### src/rtl/ttc_pkg.sv
package ttc_pkg;
  typedef enum logic [1:0] {
    POL_CLK_STOP   = 2'd0,
    POL_FETCH_GATE = 2'd1,
    POL_CHIP_SCALE = 2'd2,
    POL_UNIT_SCALE = 2'd3
  } policy_e;

  // Hold-band rule: engage when over, release when under, else keep.
  function automatic logic band_next(input logic cur, input logic over, input logic under);
    logic r;
    r = cur;
    if (over) r = 1'b1;
    else if (under) r = 1'b0;
    band_next = r;
  endfunction

  // Fetch enables with one selected stage gated off.
  function automatic logic [1:0] fetch_mask(input logic gated, input logic sel);
    logic [1:0] m;
    m = 2'b11;
    if (gated) m[sel] = 1'b0;
    fetch_mask = m;
  endfunction
endpackage

### src/rtl/ttc_sample_bank.sv
module ttc_sample_bank #(
  parameter int NUM_UNITS = 4,
  parameter int TEMP_W    = 8
) (
  input  logic                        clk,
  input  logic                        rst_n,
  input  logic [NUM_UNITS-1:0]        valid_i,
  input  logic [NUM_UNITS*TEMP_W-1:0] temp_i,
  input  logic [TEMP_W-1:0]           thresh_i,
  output logic [NUM_UNITS-1:0]        over_o,
  output logic [NUM_UNITS-1:0]        under_o
);
  for (genvar g = 0; g < NUM_UNITS; g++) begin : g_unit
    logic [TEMP_W-1:0] held_q;
    always_ff @(posedge clk or negedge rst_n) begin
      if (!rst_n) held_q <= '0;
      else if (valid_i[g]) held_q <= temp_i[g*TEMP_W +: TEMP_W];
    end
    assign over_o[g]  = held_q > thresh_i;
    assign under_o[g] = held_q < thresh_i;
  end
endmodule

### src/rtl/ttc_period_timer.sv
module ttc_period_timer #(
  parameter int PERIOD = 25000
) (
  input  logic clk,
  input  logic rst_n,
  output logic period_end_o
);
  localparam int CW = (PERIOD > 1) ? $clog2(PERIOD) : 1;
  localparam logic [CW-1:0] LAST = CW'(PERIOD - 1);

  logic [CW-1:0] cnt_q;
  assign period_end_o = (cnt_q == LAST);

  always_ff @(posedge clk or negedge rst_n) begin
    if (!rst_n) cnt_q <= '0;
    else if (period_end_o) cnt_q <= '0;
    else cnt_q <= cnt_q + 1'b1;
  end
endmodule

### src/rtl/ttc_stall_timer.sv
module ttc_stall_timer #(
  parameter int STALL_CYCLES = 3000
) (
  input  logic clk,
  input  logic rst_n,
  input  logic start_i,
  output logic busy_o
);
  localparam int CW = $clog2(STALL_CYCLES + 1);

  logic [CW-1:0] left_q;
  assign busy_o = (left_q != '0);

  always_ff @(posedge clk or negedge rst_n) begin
    if (!rst_n) left_q <= '0;
    else if (start_i) left_q <= CW'(STALL_CYCLES);
    else if (busy_o) left_q <= left_q - 1'b1;
  end
endmodule

### src/rtl/ttc_policy.sv
module ttc_policy
  import ttc_pkg::*;
#(
  parameter int NUM_UNITS = 4
) (
  input  logic                 clk,
  input  logic                 rst_n,
  input  logic                 decide_i,
  input  policy_e              mode_i,
  input  logic                 sel_i,
  input  logic [NUM_UNITS-1:0] over_i,
  input  logic [NUM_UNITS-1:0] under_i,
  output logic                 stop_o,
  output logic                 fgate_o,
  output logic                 sel_o,
  output logic                 chip_o,
  output logic [NUM_UNITS-1:0] unit_o,
  output logic                 scale_change_o
);
  logic any_over, all_under;
  logic stop_d, fgate_d, chip_d;
  logic [NUM_UNITS-1:0] unit_d;

  assign any_over  = |over_i;
  assign all_under = &under_i;

  always_comb begin
    stop_d  = (mode_i == POL_CLK_STOP)   ? band_next(stop_o,  any_over, all_under) : 1'b0;
    fgate_d = (mode_i == POL_FETCH_GATE) ? band_next(fgate_o, any_over, all_under) : 1'b0;
    chip_d  = (mode_i == POL_CHIP_SCALE) ? band_next(chip_o,  any_over, all_under) : 1'b0;
    for (int k = 0; k < NUM_UNITS; k++)
      unit_d[k] = (mode_i == POL_UNIT_SCALE) ? band_next(unit_o[k], over_i[k], under_i[k]) : 1'b0;
  end

  assign scale_change_o = decide_i && ((chip_d != chip_o) || (unit_d != unit_o));

  always_ff @(posedge clk or negedge rst_n) begin
    if (!rst_n) begin
      stop_o  <= 1'b0;
      fgate_o <= 1'b0;
      sel_o   <= 1'b0;
      chip_o  <= 1'b0;
      unit_o  <= '0;
    end else if (decide_i) begin
      stop_o  <= stop_d;
      fgate_o <= fgate_d;
      sel_o   <= sel_i;
      chip_o  <= chip_d;
      unit_o  <= unit_d;
    end
  end
endmodule

### src/rtl/thermal_throttle_ctrl.sv
module thermal_throttle_ctrl
  import ttc_pkg::*;
#(
  parameter int NUM_UNITS    = 4,
  parameter int TEMP_W       = 8,
  parameter int PERIOD       = 25000,
  parameter int STALL_CYCLES = 3000
) (
  input  logic                        clk,
  input  logic                        rst_n,
  input  logic [1:0]                  mode_i,
  input  logic                        fetch_sel_i,
  input  logic [TEMP_W-1:0]           thresh_i,
  input  logic [NUM_UNITS-1:0]        samp_valid_i,
  input  logic [NUM_UNITS*TEMP_W-1:0] samp_temp_i,
  output logic                        clk_en_o,
  output logic [1:0]                  fetch_en_o,
  output logic                        chip_scale_o,
  output logic [NUM_UNITS-1:0]        unit_scale_o,
  output logic                        stall_o
);
  logic [NUM_UNITS-1:0] over, under;
  logic period_end, decide, scale_change;
  logic stop_q, fgate_q, sel_q;

  ttc_sample_bank #(.NUM_UNITS(NUM_UNITS), .TEMP_W(TEMP_W)) u_bank (
    .clk(clk), .rst_n(rst_n), .valid_i(samp_valid_i), .temp_i(samp_temp_i),
    .thresh_i(thresh_i), .over_o(over), .under_o(under)
  );

  ttc_period_timer #(.PERIOD(PERIOD)) u_period (
    .clk(clk), .rst_n(rst_n), .period_end_o(period_end)
  );

  // A period end that lands inside a stall is skipped.
  assign decide = period_end && !stall_o;

  ttc_policy #(.NUM_UNITS(NUM_UNITS)) u_policy (
    .clk(clk), .rst_n(rst_n), .decide_i(decide), .mode_i(policy_e'(mode_i)),
    .sel_i(fetch_sel_i), .over_i(over), .under_i(under),
    .stop_o(stop_q), .fgate_o(fgate_q), .sel_o(sel_q), .chip_o(chip_scale_o),
    .unit_o(unit_scale_o), .scale_change_o(scale_change)
  );

  ttc_stall_timer #(.STALL_CYCLES(STALL_CYCLES)) u_stall (
    .clk(clk), .rst_n(rst_n), .start_i(scale_change), .busy_o(stall_o)
  );

  assign clk_en_o   = !stop_q;
  assign fetch_en_o = fetch_mask(fgate_q, sel_q);
endmodule

### config.mk
export PLATFORM = sky130hd
export DESIGN_NAME = thermal_throttle_ctrl
export DESIGN_NICKNAME = d
export VERILOG_FILES = /design/src/rtl/ttc_pkg.sv /design/src/rtl/ttc_sample_bank.sv /design/src/rtl/ttc_period_timer.sv /design/src/rtl/ttc_stall_timer.sv /design/src/rtl/ttc_policy.sv /design/src/rtl/thermal_throttle_ctrl.sv
export SDC_FILE = /design/constraint.sdc
export NUM_CORES = 1
export LEC_CHECK = 0
export ABC_CLOCK_PERIOD_IN_PS = 5600
export BUFFER_PORTS_ARGS = -buffer_cell sky130_fd_sc_hd__buf_2
export CORE_ASPECT_RATIO = 0.6
export CORE_MARGIN = 2
export CORE_UTILIZATION = 55
export DETAILED_ROUTE_END_ITERATION = 10
export GPL_TIMING_DRIVEN = 0
export HOLD_SLACK_MARGIN = 0.1
export PLACE_DENSITY_LB_ADDON = 0.05
export REMOVE_ABC_BUFFERS = 1
export SYNTH_ARGS = -nofsm -noshare
export SYNTH_HDL_FRONTEND = slang
export SYNTH_SLANG_ARGS = --single-unit
### constraint.sdc
create_clock -name clk -period 5.6 [get_ports clk]
set_input_delay 0.56 -clock clk [delete_from_list [all_inputs] [get_ports clk]]
set_output_delay 0.56 -clock clk [all_outputs]
set_load 0.05 [all_outputs]
==> flow_metrics.py <==
metrics = {
    "run_status": {
        "status": "finished, violations left",
        "violations": "DRC",
    },
    "global_route": {
        "antenna_found_initial": 0,
        "grt_first_pass_wirelength_microns": 14500,
        "met1_usage_pct": 36.1,
        "grt_pass1_vias": 2928,
        "grt_usage_pct": 23.6,
        "use_met2_pct": 32.5,
        "grt.busiest_layer": "met1",
        "grt_max_degree": 68,
        "grt.met3_usage_pct": 6.91,
        "grt_overflow": 0,
    },
    "logic_synthesis": {
        "synth_fa_ha_area_share_pct": 10.8,
        "syn_avg_cell_area_sq_um": 10.5,
        "synth-xor-area-share_pct": 4.46,
        "synth_warnings": 0,
        "muxShareOfSynthArea_pct": 8.02,
        "synth_ff_type": "dfrtp_1",
        "ys_async_sr_fraction_pct": 100,
        "synth_simple_gate_area_share_pct": 16.9,
        "synth_compound_area_share_pct": 14.2,
        "synth_edf_count": 0,
        "netlist_area_sq_mm": 0.00393,
        "synth_area_leaders": "dfrtp_1, ha_1, mux2_2",
        "synth_cells": 376,
        "synth_cell_type_count": 52,
        "synth_top_family_by_area": "simple AND/OR/NAND/NOR gates",
        "seq_area_frac_synth_pct": 42.7,
        "ys_ff_latch": 67,
        "yosys.area.top_type": "dfrtp_1",
        "synth_top_area_share_pct": 42.7,
    },
    "detailed_routing": {
        "drt-total-wl_microns": 8570,
        "firstDrtPassIters": 8,
        "viasPerCell": 5.64,
        "via_count": 2971,
        "wl_per_cell_microns": 16.3,
        "drc": 3,
        "drtIter0Drc": 217,
        "ant_nets": 0,
    },
    "die": {
        "die-area_sq_mm": 0.00786,
        "fp.dieW_microns": 113,
        "rows": 23,
        "die_h_microns": 69.5,
        "start_util_pct": 57.9,
        "ios": 58,
        "coreArea_sq_mm": 0.00679,
    },
    "placed_design": {
        "routabilityCongestion": 0.810,
        "io_buffer_count": 57,
        "dp_hpwl_microns": 6490,
    },
    "sta": {
        "fmax_mhz": 362,
        "fin_worst_skew_ps": 6.07,
        "fin_crit_ps": 2760,
        "holdWs_ps": 306,
        "slew_violations": 0,
        "hold_viol": 0,
        "max_slew.worst_pin.slew_ps": 896,
        "finalSetupTns_ps": 0,
        "finalSetupViolations": 0,
        "relSlewSlack_pct": 39.8,
        "period_share_pct": 49.3,
        "rsz0062_at_grt": "false",
    },
    "final_layout": {
        "layout_commonest_cell": "dfrtp_1",
        "insertedDiodeCount": 0,
        "layout-drive-gt1-share_pct": 26.1,
        "mostFrequentLayoutCells": "dfrtp_1, buf_2, ha_1, nand2_1, mux2_2",
        "nNetsFinal": 518,
        "areaGrowthSynthToFinish_pct": 17.4,
        "n_fill_cell": 539,
    },
    "clocking": {
        "cts.sinks": 67,
        "cts_buffer_depth": 2,
        "path_clk_slew_ps": 50,
        "cts_tree": "yes",
        "cts_hold_buf": 0,
        "cts_root_buf": "clkbuf_16",
        "post_cts_buffers": 0,
        "cts.htree.levels": 3,
        "numCtsBuffers": 9,
        "clk_latency_ps": 330,
        "post_cts_resized": 0,
    },
    "run": {
        "cap_violations": 0,
    },
    "power": {
        "ir_drop_mv": 0.220,
        "p_leak_nw": 2.21,
        "powerDensity_mw_per_mm2": 286,
    },
    "critical_path": {
        "worstPathRequired_ps": 5810,
        "crit_path_max_fanout": 9,
        "cp_num_buf_inv": 2,
        "crit_chain": "buf_2 -> inv_1 -> ha_1 -> nor2b_1 -> o211ai_1 -> a21oi_1 -> nor2_1 -> a22oi_1 -> nand4_1 -> o32a_1",
        "critPathMaxStageDelay_ps": 490,
        "crit_slowest_cell": "o32a_1",
        "crit_arrival_ps": 2970,
        "cp-start-kind": "input pin",
        "endpoint_kind": "register",
        "path_delay_family": "compound AO/OA/AOI/OAI gates",
        "critPathKind": "in2reg",
    },
    "min_path": {
        "hold_path_class": "in2async",
    },
}
Yosys cell counts (2+ instances only):
library cell   n
dfrtp_1       67
ha_1          34
nand2_1       33
mux2_2        28
nor2_1        27
a21oi_1       26
inv_1         17
o21ai_0       14
xor2_1        14
nand3_1       13
nand2b_1       7
nand4_1        7
nor2b_1        6
nor3_1         6
o21bai_1       6
o32a_1         6
xnor2_1        6
clkbuf_1       5
nor4_1         5
and3_1         4
o211ai_1       4
or3_1          4
a2111oi_4      3
and4_4         2
buf_4          2
o21a_1         2
o31ai_1        2
o32ai_1        2
flip-flops by register name, summed over array words and instances (netlist names):
register / flops
u_policy.sel_o: 1
u_policy.chip_o: 1
u_bank.g_unit.held_q: 32
u_period.cnt_q: 15
u_stall.left_q: 12
u_policy.fgate_o: 1
u_policy.unit_o: 4
u_policy.stop_o: 1
power breakdown:
part / switching, mW / leakage [nW] / internal, mW
Clock: 0.199 / 0.159 / 0.413
Sequential: 0.0135 / 0.830 / 0.508
Combinational: 0.104 / 1.22 / 0.0837
path summary, 6_finish.rpt:
| check | start | to | slack, ps | depth (start not counted) |
|---|---|---|---|---|
| max in group asynchronous | rst_n | u_policy.unit_o[2]$_DFFE_PN0P_ | 4690 | 1 |
| min | rst_n | u_bank.g_unit[3].held_q[5]$_DFFE_PN0P_ | 310 | 1 |
| max | thresh_i[1] | u_stall.left_q[3]$_DFFE_PN0P_ | 2840 | 10 |
| min reg2reg | u_policy.sel_o$_DFFE_PN0P_ | u_policy.sel_o$_DFFE_PN0P_ | 500 | 2 |
| max reg2reg | u_period.cnt_q[6]$_DFF_PN0_ | u_policy.stop_o$_DFFE_PN0P_ | 2860 | 7 |
| min in group clk | fetch_sel_i | u_policy.sel_o$_DFFE_PN0P_ | 420 | 3 |
per-stage QoR:
step / instances / util, % / cell area, sq um / setup slack (ps) / total power [mW]
after CTS: 527 / 67.9 / 4610 / 2830 / 1.33
after detailed placement: 511 / 63.1 / 4280 / 2550 / 0.716
after global routing: 527 / 67.9 / 4610 / 2520 / 1.38
after global placement: 511 / 62.9 / 4270 / 2190 / 0.706
after floorplan: 367 / - / 3880 / 2940 / 0.648
final: 527 / 67.9 / 4610 / 2840 / 1.32
area by class of cell:
cell class,count,area (sq um),share of cell area (%)
Multi-Input combinational cell,283,2150,46.5
Sequential cell,67,1680,36.4
Timing Repair Buffer,57,288,6.24
Clock buffer,12,256,5.56
Tap cell,87,109,2.36
Clock inverter,4,72.6,1.57
Inverter,17,63.8,1.38
per-layer routing:
layer  part of all wire (%)  wire [microns]
met5                      0               0
met4                    1.1              94
met3                    7.2             619
met2                     40            3400
met1                     52            4460
cells by family after synthesis:
logic type      after synthesis
simple gates                125
xor+xnor                     20
buf+inv                      26
flops                        67
mux                          28
compound gates               76
fa+ha+maj                    34
(Power assumes the default switching activity.)
